===== config.mk =====
export PLATFORM = sky130hd
export DESIGN_NAME = ivec_unit
export DESIGN_NICKNAME = d
export VERILOG_FILES = /design/src/rtl/ivec_pkg.sv /design/src/rtl/ivec_flag_bank.sv /design/src/rtl/ivec_prio.sv /design/src/rtl/ivec_unit.sv
export SDC_FILE = /design/constraint.sdc
export NUM_CORES = 1
export LEC_CHECK = 0
export BUFFER_PORTS_ARGS = -buffer_cell sky130_fd_sc_hd__buf_4
export CORE_MARGIN = 2
export CORE_UTILIZATION = 43
export CTS_CLUSTER_SIZE = 28
export DETAILED_ROUTE_END_ITERATION = 6
export PLACE_DENSITY = 0.76
export RECOVER_POWER = 100
export SLEW_MARGIN = 0
export SYNTH_ARGS = -nofsm -noshare
export SYNTH_HDL_FRONTEND = slang
export SYNTH_HIERARCHICAL = 1
export SYNTH_SLANG_ARGS = --single-unit

===== constraint.sdc =====
create_clock -name clk -period 2.5 [get_ports clk]
set_clock_uncertainty 0.2 [all_clocks]
set_input_delay 0.5 -clock clk [delete_from_list [all_inputs] [get_ports clk]]
set_output_delay 0.5 -clock clk [all_outputs]
set_load 0.05 [all_outputs]

===== src/rtl/ivec_pkg.sv =====
package ivec_pkg;
    localparam int EV_N     = 7;
    localparam int REG_W    = 16;
    localparam int OFS_W    = 8;
    localparam int CODE_W   = $clog2(EV_N + 1);

    // event index = mask bit = code - 1
    localparam int IX_ARB   = 0;
    localparam int IX_NAK   = 1;
    localparam int IX_RDY   = 2;
    localparam int IX_RXR   = 3;
    localparam int IX_TXR   = 4;
    localparam int IX_STP   = 5;
    localparam int IX_SLV   = 6;

    localparam int ST_RXF   = 11;
    localparam int ST_BUSY  = 12;

    localparam logic [OFS_W-1:0] OFS_MASK = 8'h04;
    localparam logic [OFS_W-1:0] OFS_STAT = 8'h08;
    localparam logic [OFS_W-1:0] OFS_VEC  = 8'h28;

    typedef struct packed {
        logic [EV_N-1:0] mask;
        logic            busy;
    } ctl_t;
endpackage


===== src/rtl/ivec_flag_bank.sv =====
module ivec_flag_bank #(
    parameter int N = 7
) (
    input  logic         clk,
    input  logic         rst_n,
    input  logic [N-1:0] set_i,
    input  logic [N-1:0] clr_i,
    output logic [N-1:0] flag_o
);
    logic [N-1:0] flag_d, flag_q, nxt;

    // set has priority over a clear in the same cycle
    for (genvar g = 0; g < N; g++) begin : g_bit
        assign nxt[g] = set_i[g] | (flag_q[g] & ~clr_i[g]);
    end

    always_comb begin
        flag_d = nxt;
    end

    always_ff @(posedge clk or negedge rst_n) begin
        if (!rst_n) flag_q <= '0;
        else        flag_q <= flag_d;
    end

    assign flag_o = flag_q;
endmodule


===== src/rtl/ivec_prio.sv =====
module ivec_prio #(
    parameter int N  = 7,
    parameter int CW = $clog2(N + 1)
) (
    input  logic [N-1:0]  pend_i,
    output logic [CW-1:0] code_o
);
    // scan downward so the lowest index is written last and wins
    always_comb begin
        code_o = '0;
        for (int i = N - 1; i >= 0; i--) begin
            if (pend_i[i]) code_o = CW'(i + 1);
        end
    end
endmodule


===== src/rtl/ivec_unit.sv =====
module ivec_unit
    import ivec_pkg::*;
#(
    parameter int N_EV = EV_N,
    parameter int DW   = REG_W,
    parameter int AW   = OFS_W
) (
    input  logic            clk,
    input  logic            rst_n,
    input  logic            reg_sel,
    input  logic            reg_wr,
    input  logic [AW-1:0]   reg_addr,
    input  logic [DW-1:0]   reg_wdata,
    output logic [DW-1:0]   reg_rdata,
    input  logic [N_EV-1:0] ev_pulse,
    input  logic            bus_start,
    input  logic            bus_stop,
    input  logic            rx_full,
    input  logic            rx_pop,
    input  logic            tx_push,
    output logic            irq
);
    localparam int CW = $clog2(N_EV + 1);

    ctl_t            st_d, st_q;
    logic [N_EV-1:0] flag_q, clr, pend;
    logic [CW-1:0]   code;
    logic            wr_mask, wr_stat, rd_vec;

    assign wr_mask = reg_sel &  reg_wr && reg_addr == AW'(OFS_MASK);
    assign wr_stat = reg_sel &  reg_wr && reg_addr == AW'(OFS_STAT);
    assign rd_vec  = reg_sel & ~reg_wr && reg_addr == AW'(OFS_VEC);

    assign pend = flag_q & st_q.mask;
    assign irq  = |pend;

    ivec_prio #(.N(N_EV), .CW(CW)) u_prio (
        .pend_i (pend),
        .code_o (code)
    );

    always_comb begin
        clr         = '0;
        clr[IX_ARB] = rd_vec && code == CW'(IX_ARB + 1);
        clr[IX_NAK] = rd_vec && code == CW'(IX_NAK + 1);
        clr[IX_SLV] = rd_vec && code == CW'(IX_SLV + 1);
        clr[IX_RDY] = wr_stat & reg_wdata[IX_RDY];
        clr[IX_STP] = wr_stat & reg_wdata[IX_STP];
        clr[IX_RXR] = rx_pop;
        clr[IX_TXR] = tx_push;
    end

    ivec_flag_bank #(.N(N_EV)) u_flags (
        .clk    (clk),
        .rst_n  (rst_n),
        .set_i  (ev_pulse),
        .clr_i  (clr),
        .flag_o (flag_q)
    );

    always_comb begin
        st_d = st_q;
        if (wr_mask)        st_d.mask = reg_wdata[N_EV-1:0];
        if (bus_stop)       st_d.busy = 1'b0;
        if (bus_start)      st_d.busy = 1'b1;
    end

    always_ff @(posedge clk or negedge rst_n) begin
        if (!rst_n) st_q <= '0;
        else        st_q <= st_d;
    end

    always_comb begin
        reg_rdata = '0;
        if (reg_addr == AW'(OFS_MASK)) begin
            reg_rdata[N_EV-1:0] = st_q.mask;
        end else if (reg_addr == AW'(OFS_STAT)) begin
            reg_rdata[IX_ARB]  = flag_q[IX_ARB];
            reg_rdata[IX_NAK]  = flag_q[IX_NAK];
            reg_rdata[IX_RDY]  = flag_q[IX_RDY];
            reg_rdata[IX_STP]  = flag_q[IX_STP];
            reg_rdata[ST_RXF]  = rx_full;
            reg_rdata[ST_BUSY] = st_q.busy;
        end else if (reg_addr == AW'(OFS_VEC)) begin
            reg_rdata[CW-1:0] = code;
        end
    end
endmodule


### Yosys cells after proc, flatten, opt, wreduce, memory -nomap -nowiden

Cells that the tools add are included.

* flip-flop bits (word level): 15
* input port bits: 40
* output and inout bits: 17
* logic and storage cells: 62

* equal/unequal tests: 6
* reductions and logical operators: 8
* bitwise operators: 27
* multiplexer cells: 18

Operators with widths (number)
* 3-bit two-way mux: 10
* 1-bit bitwise AND: 11
* 8-bit by 3-bit equality test with 1-bit output (second input constant): 1
* 8-bit by 4-bit equality test with 1-bit output (second input constant): 1
* 8-bit by 6-bit equality test with 1-bit output (second input constant): 1
* 1-bit inverter: 8
* 7-bit bitwise AND: 1
* 1-bit OR: 7
* 7-bit OR reduction: 1
* 1-bit logical AND: 6
* 2-bit two-way mux: 3
* 1-bit two-way mux: 5
* 3-bit by 1-bit equality test with 1-bit output (second input constant): 1
* 3-bit by 2-bit equality test with 1-bit output (second input constant): 1
* 3-bit equality test (second input constant): 1
* 2-bit nonzero test: 1

### Depth between registers and ports, before layout

Gate-level depths: netlist of the first run.

* word-level depth: 13
* depth in mapped cells: 9
* gate-level depth less buffers: 9

### By module

The synthesis of the first run kept the hierarchy.

By module, submodules not included
* ivec_unit: seq. area each 200.2 um^2, area each 678.2 um^2, cells each 66, instances 1
* ivec_flag_bank: seq. area each 175.2 um^2, area each 254.0 um^2, cells each 21, instances 1
* ivec_prio: seq. area each 0.0 um^2, area each 61.3 um^2, cells each 11, instances 1

### Worst setup path after synthesis of the first run

No wires, ideal clock.

* path kind: register to output
* start point: reg u_flags.flag_q[3] (netlist: u_flags/flag_o[3])
* end point: out reg_rdata[1]
* slack: -0.058 ns
* data arrival time: 1.858 ns
* cell stages (with the launch flop): 7
* data required time: 1.800 ns
* buffers on the path: 0
* cell sequence: dfrtp_1 -> and2_1 -> nor2_1 -> o21ai_0 -> a21oi_1 -> mux2i_1 -> o2bb2ai_1

* cells in the longest elaborated chain, start to end: 8

Ends and longest elaborated chain
* start, declared: RTL line ivec_flag_bank.sv:10 `logic [N-1:0] flag_d, flag_q, nxt;`
* start signal, assigned: RTL line ivec_flag_bank.sv:23 `else flag_q <= flag_d;`
* 7-bit bitwise AND: RTL line ivec_unit.sv:34 `assign pend = flag_q & st_q.mask;`
* net pend[3]: RTL line ivec_unit.sv:26 `logic [N_EV-1:0] flag_q, clr, pend;`
* 3-bit two-way mux (4 in a row): RTL line ivec_prio.sv:12 `if (pend_i[i]) code_o = CW'(i + 1);`
* net code[1]: RTL line ivec_unit.sv:27 `logic [CW-1:0] code;`
* 3-bit two-way mux: RTL line ivec_unit.sv:84 `end else if (reg_addr == AW'(OFS_VEC)) begin`
* 3-bit two-way mux: RTL line ivec_unit.sv:77 `end else if (reg_addr == AW'(OFS_STAT)) begin`
* 3-bit two-way mux: RTL line ivec_unit.sv:75 `if (reg_addr == AW'(OFS_MASK)) begin`
* end, declared: RTL line ivec_unit.sv:14 `output logic [DW-1:0] reg_rdata,`

The timed path passes the listed nets, and every way through them passes these cells.

### Worst setup path after layout of the first run

* start point: reg u_flags.flag_q[2] (netlist: u_flags/flag_o[2])
* end point: out irq

* cells in the longest elaborated chain, start to end: 2

Ends and longest elaborated chain
* 7-bit bitwise AND: RTL line ivec_unit.sv:34
* net pend[2]: RTL line ivec_unit.sv:26
* 7-bit OR reduction: RTL line ivec_unit.sv:35 `assign irq = |pend;`
* end, declared: RTL line ivec_unit.sv:21 `output logic irq`

The timed path passes the listed nets, and every way through them passes these cells.

==> results of run 1 <==
[state kept, by name, summed over array words and instances, names as in the netlist]
name,count
u_flags/flag_o,7
st_q,8
[area by class of cell]
class | instances | area [um^2] | area share [%]
multi-input cells | 72 | 583 | 40.0
repair buffers | 53 | 400 | 27.5
flip-flops and latches | 15 | 375 | 25.8
inverters | 10 | 37.5 | 2.58
well taps | 28 | 35.0 | 2.40
clock buffers | 4 | 26.3 | 1.80
[through the flow]
stage / TNS (ns) / setup WS [ns] / cell area, um^2
after floorplan: -0.100 / -0.0579 / 1020
after global placement: 0 / 0.118 / 1330
after detailed placement: 0 / 0.130 / 1330
after CTS: -0.151 / -0.151 / 1430
after global routing: -0.433 / -0.186 / 1460
final: -0.169 / -0.150 / 1460
[per-layer routing]
| layer | vias to the layer above | GRT usage (%) | routed length, um |
|---|---|---|---|
| met1 | 437 | 22.2 | 959 |
| met4 | 0 | 7.89 | 25 |
| met5 | - | 0 | 0 |
| li1 | 450 | - | - |
| met2 | 41 | 32.7 | 1320 |
| met3 | 2 | 2.01 | 136 |
[timing repair]
action,4_1_cts,5_1_grt
endpoints found under the hold margin,15,0
setup endpoints to repair,4,4
buffers inserted,3,5
pin swaps,1,3
hold buffers,1,0
gates resized for setup,10,7
[worst paths after layout]
path / start / to
worst max-delay path: u_flags/flag_o[2]$_DFF_PN0_ / irq
min in group asynchronous: rst_n / u_flags/flag_o[1]$_DFF_PN0_
worst max register to register: u_flags/flag_o[4]$_DFF_PN0_ / u_flags/flag_o[1]$_DFF_PN0_
max in group asynchronous: rst_n / st_q[2]$_DFFE_PN0P_
worst min register to register: st_q[0]$_DFFE_PN0P_ / st_q[0]$_DFFE_PN0P_
worst min-delay path: ev_pulse[4] / u_flags/flag_o[4]$_DFF_PN0_
[kinds of logic after synthesis]
| family | count (synthesis) |
|---|---|
| buffers and inverters | 17 |
| multiplexers | 9 |
| AO/OA/AOI/OAI | 17 |
| other | 1 |
| AND/OR/NAND/NOR | 39 |
| flip-flops | 15 |
[Yosys cell counts, drive strengths merged]
library cell / instances
a2111oi: 1
a21o: 8
a21oi: 3
a22o: 1
and2: 9
and3: 5
and4: 2
buf: 7
conb: 1
dfrtp: 15
inv: 10
mux2: 7
mux2i: 2
nand2: 1
nand2b: 1
nand3: 4
nand4: 3
nor2: 5
nor2b: 1
nor3: 1
nor4: 1
nor4b: 3
o21ai: 1
o2bb2ai: 2
o31ai: 1
or4: 2
or4b: 1
[power by group through the flow]
stage          Combinational, uW  Sequential, uW  Clock [uW]
6_report                     143             252         132
5_1_grt                      154             253         148
4_1_cts                      141             252         139
3_5_place_dp                 124             257           0
3_3_place_gp                 122             257           0
2_1_floorplan               73.2             256           0
==> metrics.txt, run 1 <==
# TYPE chip_impl_metric gauge
chip_impl_info{name="status",value="finished with violations"} 1
chip_impl_info{name="violations",value="setup timing"} 1
chip_impl_metric{name="fmaxAchievable",unit="MHz"} 377
chip_impl_metric{name="syn_avg_cell_area",unit="um^2"} 10.1
chip_impl_metric{name="detail_route.first_pass.iterations",unit=""} 4
chip_impl_metric{name="synth_cell_types",unit=""} 31
chip_impl_metric{name="synth-seq-cells",unit=""} 15
chip_impl_info{name="worst_setup_path_start_kind",value="flop"} 1
chip_impl_metric{name="max-vdd-ir-drop",unit="mV"} 0.339
chip_impl_metric{name="iteration_0_drc_markers",unit=""} 3
chip_impl_metric{name="cellLeakagePower",unit="uW"} 0.000698
chip_impl_info{name="critical_path.most_common_cell",value="or4_4"} 1
chip_impl_metric{name="reg2regPathDepth",unit=""} 8
chip_impl_metric{name="io-pin-count",unit=""} 57
chip_impl_metric{name="antenna_found_initial",unit=""} 0
chip_impl_metric{name="vias_per_cell",unit=""} 5.11
chip_impl_metric{name="sequentialPowerShare",unit="%"} 47.9
chip_impl_metric{name="synth_adder_area_share",unit="%"} 0
chip_impl_metric{name="power_density",unit="nW/um^2"} 362
chip_impl_metric{name="hold-worst-slack",unit="ns"} 0.200
chip_impl_metric{name="grt_pass1_wl",unit="mm"} 3.66
chip_impl_metric{name="chipHeight",unit="um"} 52.1
chip_impl_metric{name="synth_compound_area_share",unit="%"} 13.0
chip_impl_info{name="cts_root_buf",value="clkbuf_4"} 1
chip_impl_metric{name="final.fill_count",unit=""} 179
chip_impl_metric{name="required",unit="ns"} 1.80
chip_impl_metric{name="fin_nets",unit=""} 195
chip_impl_info{name="cpMaxStageDelayCell",value="or4_4"} 1
chip_impl_metric{name="cts_max_level",unit=""} 1
chip_impl_metric{name="post_drt_wl_per_cell",unit="um"} 13.4
chip_impl_metric{name="power.share.switching",unit="%"} 28.2
chip_impl_metric{name="ant_nets",unit=""} 0
chip_impl_info{name="critical-path-top-delay-family",value="simple AND/OR/NAND/NOR gates"} 1
chip_impl_metric{name="timing.final.crit_period",unit="ns"} 2.65
chip_impl_metric{name="grt_pass1_vias",unit=""} 889
chip_impl_info{name="path_cells",value="and2_4 -> or4_4 -> or4_4 -> buf_8"} 1
chip_impl_info{name="mostFrequentLayoutCell",value="buf_4"} 1
chip_impl_metric{name="worst_path_largest_cell_delay",unit="ns"} 0.52
chip_impl_metric{name="power_frac_clock",unit="%"} 25.0
chip_impl_info{name="rsz_0062_raised_after_global_routing",value="yes"} 1
chip_impl_metric{name="gp_congestion",unit=""} 0.769
chip_impl_metric{name="yosys.area_share.simple",unit="%"} 29.5
chip_impl_metric{name="worst_slack",unit="ns"} -0.150
chip_impl_metric{name="p_switching",unit="uW"} 149
chip_impl_info{name="final_cell_mix",value="buf_4 (46), dfrtp_1 (15), inv_1 (10)"} 1
chip_impl_metric{name="max_transition_margin",unit="%"} 45.4
chip_impl_metric{name="place.port_buffers",unit=""} 40
chip_impl_metric{name="hold_violations",unit=""} 0
chip_impl_metric{name="route.detailed.drc",unit=""} 0
chip_impl_metric{name="cts.reportedPaths.clkPinSlew",unit="ns"} 0.08
chip_impl_metric{name="ys_seq_area_share",unit="%"} 37.8
chip_impl_metric{name="pwr-share-comb",unit="%"} 27.2
chip_impl_metric{name="critical_path_cell_count",unit=""} 4
chip_impl_metric{name="max_slew.worst_pin.slew",unit="ns"} 0.819
chip_impl_metric{name="internal_power",unit="uW"} 378
chip_impl_metric{name="drv_slew",unit=""} 0
chip_impl_metric{name="clock_latency",unit="ns"} 0.27
chip_impl_metric{name="dr_total_vias",unit=""} 930
chip_impl_metric{name="place.detailed.instances",unit=""} 169
chip_impl_info{name="synth_top_family_by_area",value="simple AND/OR/NAND/NOR gates"} 1
chip_impl_info{name="crit_type",value="reg2out"} 1
chip_impl_metric{name="cts_inserted_buffers",unit=""} 3
chip_impl_metric{name="critical_path_peak_fanout",unit=""} 2
chip_impl_metric{name="hold-path-cell-count",unit=""} 2
chip_impl_metric{name="arrival_time_of_data_at_the_critical_path_endpoint",unit="ns"} 1.95
chip_impl_metric{name="drive_above_1_share",unit="%"} 53.2
chip_impl_metric{name="antennaDiodeCount",unit=""} 0
chip_impl_metric{name="rows",unit=""} 17
chip_impl_metric{name="pin_count_of_the_biggest_net_entering_global_routing",unit=""} 16
chip_impl_info{name="cts_tree",value="done"} 1
chip_impl_info{name="top_cell_type_by_total_area_after_synthesis",value="dfrtp_1"} 1
chip_impl_metric{name="cts_buffer_depth",unit=""} 2
chip_impl_metric{name="groute.usage.overall",unit="%"} 18.4
chip_impl_metric{name="floorplan.initialDensity",unit="%"} 45.3
chip_impl_metric{name="cts.sink_count",unit=""} 15
chip_impl_metric{name="drv_cap",unit=""} 0
chip_impl_metric{name="synthMuxAreaShare",unit="%"} 10.3
chip_impl_metric{name="fp.coreArea",unit="um^2"} 2190
chip_impl_metric{name="timing.final.setup_violations",unit=""} 2
chip_impl_metric{name="utilization",unit="%"} 66.5
chip_impl_metric{name="synthesis.yosys.warnings",unit=""} 6
chip_impl_metric{name="dpl.hpwl",unit="mm"} 1.78
chip_impl_metric{name="postRouteWirelength",unit="mm"} 2.44
chip_impl_metric{name="mappedNetlistArea",unit="um^2"} 993
chip_impl_metric{name="floorplan.die.width",unit="um"} 52.1
chip_impl_metric{name="reg2reg_setup_slack",unit="ns"} 0.17
chip_impl_info{name="synth_top_cells_by_area",value="dfrtp_1 (38%), mux2_2 (6.8%), a21o_1 (6.0%), buf_4 (5.3%), and2_1 (4.4%)"} 1
chip_impl_info{name="hold_path.class",value="in2reg"} 1
chip_impl_metric{name="final_min_period_over_clock_period",unit="%"} 106
chip_impl_metric{name="totalPowerFinal",unit="uW"} 527
chip_impl_metric{name="area_enclosed_by_the_die_boundary",unit="um^2"} 2710
chip_impl_metric{name="post_synthesis_cells",unit=""} 98
chip_impl_metric{name="grt_overflow",unit=""} 0
chip_impl_metric{name="synth_top_area_share",unit="%"} 37.8
chip_impl_metric{name="layout.cells.non_filler",unit=""} 182
chip_impl_info{name="critPathCaptureType",value="output port"} 1
chip_impl_metric{name="path_buf_inv",unit=""} 1
chip_impl_metric{name="layout-area-overhead-vs-synth",unit="%"} 46.7
chip_impl_metric{name="synth_xor_area_share",unit="%"} 0
(Power assumes the default switching activity.)
==> run 2, diff against run 1 <==
- PLACE_DENSITY: 0.76 -> 0.79
==> run 2 against run 1 <==
Largest power group unchanged. Worst hold slack got worse by 0.0071 ns. Die area did not move. The flow still finishes with violations (setup timing). Register-to-register slack barely moved. Critical path type unchanged. Sequential power barely moved. Global-route usage rose by 1.6 points. Combinational power fell by 4%.
==> metrics.txt, run 2 (same netlist as run 1, synthesis figures left out) <==
# TYPE chip_impl_metric gauge
chip_impl_metric{name="met1_track_usage_gr",unit="%"} 24.6
chip_impl_metric{name="rows",unit=""} 17
chip_impl_metric{name="timing.final.setup_violations",unit=""} 4
chip_impl_info{name="path_cells",value="and2_4 -> or4_4 -> or4_4 -> buf_8"} 1
chip_impl_metric{name="cts.reportedPaths.clkPinSlew",unit="ns"} 0.08
chip_impl_metric{name="antennaDiodeCount",unit=""} 0
chip_impl_metric{name="cts_inserted_buffers",unit=""} 3
chip_impl_info{name="largest_register",value="st_q"} 1
chip_impl_metric{name="postRouteWirelength",unit="mm"} 2.32
chip_impl_info{name="status",value="finished with violations"} 1
chip_impl_info{name="rsz_0062_raised_after_global_routing",value="yes"} 1
chip_impl_metric{name="pin_count_of_the_biggest_net_entering_global_routing",unit=""} 16
chip_impl_metric{name="hold-worst-slack",unit="ns"} 0.193
chip_impl_metric{name="area.sequential",unit="um^2"} 375
chip_impl_metric{name="critical_path_peak_fanout",unit=""} 2
chip_impl_info{name="cts_tree",value="done"} 1
chip_impl_info{name="crit-reg2reg-capture",value="u_flags/flag_o[1]$_DFF_PN0_"} 1
chip_impl_metric{name="max-vdd-ir-drop",unit="mV"} 0.285
chip_impl_info{name="worst_setup_path_start_kind",value="flop"} 1
chip_impl_metric{name="antenna_found_initial",unit=""} 0
chip_impl_metric{name="layout-area-overhead-vs-synth",unit="%"} 40.7
chip_impl_metric{name="fin_nets",unit=""} 192
chip_impl_metric{name="final.fill_count",unit=""} 188
chip_impl_metric{name="fmaxAchievable",unit="MHz"} 374
chip_impl_metric{name="gp_congestion",unit=""} 0.773
chip_impl_metric{name="hold-path-cell-count",unit=""} 2
chip_impl_metric{name="power_density",unit="nW/um^2"} 375
chip_impl_metric{name="post_drt_wl_per_cell",unit="um"} 13.0
chip_impl_metric{name="cellLeakagePower",unit="uW"} 0.000670
chip_impl_info{name="critical-path-top-delay-family",value="simple AND/OR/NAND/NOR gates"} 1
chip_impl_metric{name="sequentialPowerShare",unit="%"} 48.2
chip_impl_metric{name="power.share.switching",unit="%"} 28.4
chip_impl_metric{name="groute.usage.overall",unit="%"} 20.0
chip_impl_metric{name="floorplan.die.width",unit="um"} 52.1
chip_impl_info{name="hold_path.startpoint",value="ev_pulse[4]"} 1
chip_impl_metric{name="clock_latency",unit="ns"} 0.27
chip_impl_metric{name="reg2regPathDepth",unit=""} 8
chip_impl_metric{name="reg2reg_setup_slack",unit="ns"} 0.16
chip_impl_metric{name="drv_cap",unit=""} 0
chip_impl_info{name="grt_most_used_layer",value="met2"} 1
chip_impl_info{name="hold_end",value="u_flags/flag_o[4]$_DFF_PN0_"} 1
chip_impl_metric{name="io-pin-count",unit=""} 57
chip_impl_metric{name="route.detailed.drc",unit=""} 0
chip_impl_metric{name="ant_nets",unit=""} 0
chip_impl_metric{name="dr_total_vias",unit=""} 918
chip_impl_metric{name="grt_overflow",unit=""} 0
chip_impl_metric{name="final_min_period_over_clock_period",unit="%"} 107
chip_impl_info{name="cpMaxStageDelayCell",value="or4_4"} 1
chip_impl_info{name="cts_root_buf",value="clkbuf_4"} 1
chip_impl_metric{name="path_buf_inv",unit=""} 1
chip_impl_info{name="violations",value="setup timing"} 1
chip_impl_metric{name="timing.final.crit_period",unit="ns"} 2.67
chip_impl_metric{name="dpl.hpwl",unit="mm"} 1.79
chip_impl_metric{name="p_switching",unit="uW"} 149
chip_impl_metric{name="worst_path_largest_cell_delay",unit="ns"} 0.52
chip_impl_metric{name="critical_path_cell_count",unit=""} 4
chip_impl_metric{name="max_transition_margin",unit="%"} 45.6
chip_impl_metric{name="chipHeight",unit="um"} 52.1
chip_impl_info{name="final_cell_mix",value="buf_4 (43), dfrtp_1 (15), inv_1 (10)"} 1
chip_impl_metric{name="pwr-share-comb",unit="%"} 26.1
chip_impl_metric{name="grt_use_met3",unit="%"} 1.72
chip_impl_metric{name="area_enclosed_by_the_die_boundary",unit="um^2"} 2710
chip_impl_metric{name="hold_violations",unit=""} 0
chip_impl_metric{name="largest_reg_flops",unit=""} 8
chip_impl_metric{name="dpl_cell_area",unit="um^2"} 1330
chip_impl_metric{name="multi_input_area",unit="um^2"} 553
chip_impl_metric{name="cts_buffer_depth",unit=""} 2
chip_impl_metric{name="drive_above_1_share",unit="%"} 49.0
chip_impl_info{name="critPathCaptureType",value="output port"} 1
chip_impl_info{name="crit_type",value="reg2out"} 1
chip_impl_metric{name="design_area",unit="um^2"} 1400
chip_impl_metric{name="worst_slack",unit="ns"} -0.171
chip_impl_metric{name="detail_route.first_pass.iterations",unit=""} 4
chip_impl_info{name="critical_path.most_common_cell",value="or4_4"} 1
chip_impl_metric{name="grt_pass1_wl",unit="mm"} 4.05
chip_impl_metric{name="internal_power",unit="uW"} 375
chip_impl_metric{name="required",unit="ns"} 1.80
chip_impl_info{name="hold_path.class",value="in2reg"} 1
chip_impl_metric{name="vias_per_cell",unit=""} 5.13
chip_impl_metric{name="max_slew.worst_pin.slew",unit="ns"} 0.816
chip_impl_metric{name="drv_slew",unit=""} 0
chip_impl_metric{name="grt_pass1_vias",unit=""} 949
chip_impl_metric{name="iteration_0_drc_markers",unit=""} 12
chip_impl_metric{name="power_frac_clock",unit="%"} 25.7
chip_impl_metric{name="cts.sink_count",unit=""} 15
chip_impl_metric{name="fp.coreArea",unit="um^2"} 2190
chip_impl_metric{name="place.port_buffers",unit=""} 40
chip_impl_metric{name="arrival_time_of_data_at_the_critical_path_endpoint",unit="ns"} 1.97
chip_impl_info{name="timing.rr.start",value="u_flags/flag_o[4]$_DFF_PN0_"} 1
chip_impl_info{name="mostFrequentLayoutCell",value="buf_4"} 1
chip_impl_metric{name="cts_max_level",unit=""} 1
chip_impl_metric{name="met2_usage",unit="%"} 35.2
chip_impl_metric{name="floorplan.initialDensity",unit="%"} 45.3
run 2: routing by layer:
metal	part of all wire (%)	vias to the layer above
li1	-	444
met1	41	435
met2	52	35
met3	5.6	4
met4	1.1	0
met5	0	-
run 2: how the worst max path moves through the flow:
stage / start / end / slack, ns
final: u_flags/flag_o[2]$_DFF_PN0_ / irq / -0.17
after global routing: st_q[6]$_DFFE_PN0P_ / reg_rdata[0] / -0.22
after CTS: u_flags/flag_o[2]$_DFF_PN0_ / irq / -0.18
after detailed placement: u_flags/flag_o[2]$_DFF_PN0_ / irq / 0.12
after global placement: u_flags/flag_o[2]$_DFF_PN0_ / irq / 0.11
after floorplan: u_flags/flag_o[3]$_DFF_PN0_ / reg_rdata[1] / -0.06
run 2: area by class of cell:
cell class / instances / area share (%)
clock buffers: 4 / 1.88
well taps: 28 / 2.51
repair buffers: 50 / 26.5
multi-input cells: 72 / 39.6
flip-flops and latches: 15 / 26.9
inverters: 10 / 2.69
run 2: stage by stage:
stage	instances	TNS (ns)	power, uW	setup WS (ns)	utilization, %
3_5_place_dp	169	0	382	0.119	60.7
2_1_floorplan	104	-0.100	329	-0.0579	-
4_1_cts	175	-0.315	526	-0.182	63.0
5_1_grt	179	-1.11	557	-0.219	63.8
3_3_place_gp	169	0	379	0.113	60.7
6_report	179	-0.301	523	-0.171	63.8
run 2: timing repair:
item	4_1_cts	5_1_grt
hold endpoints to repair	15	0
setup buffers	1	4
hold buffers	1	0
setup endpoints to repair	3	5
gates resized for setup	2	11
pin swaps	1	3
run 2: power groups by stage:
stage	logic, uW	registers (uW)	clock network, uW
after global routing	148	254	155
after CTS	131	252	143
after global placement	122	257	0
after detailed placement	125	257	0
after floorplan	73.2	256	0
final	137	252	135
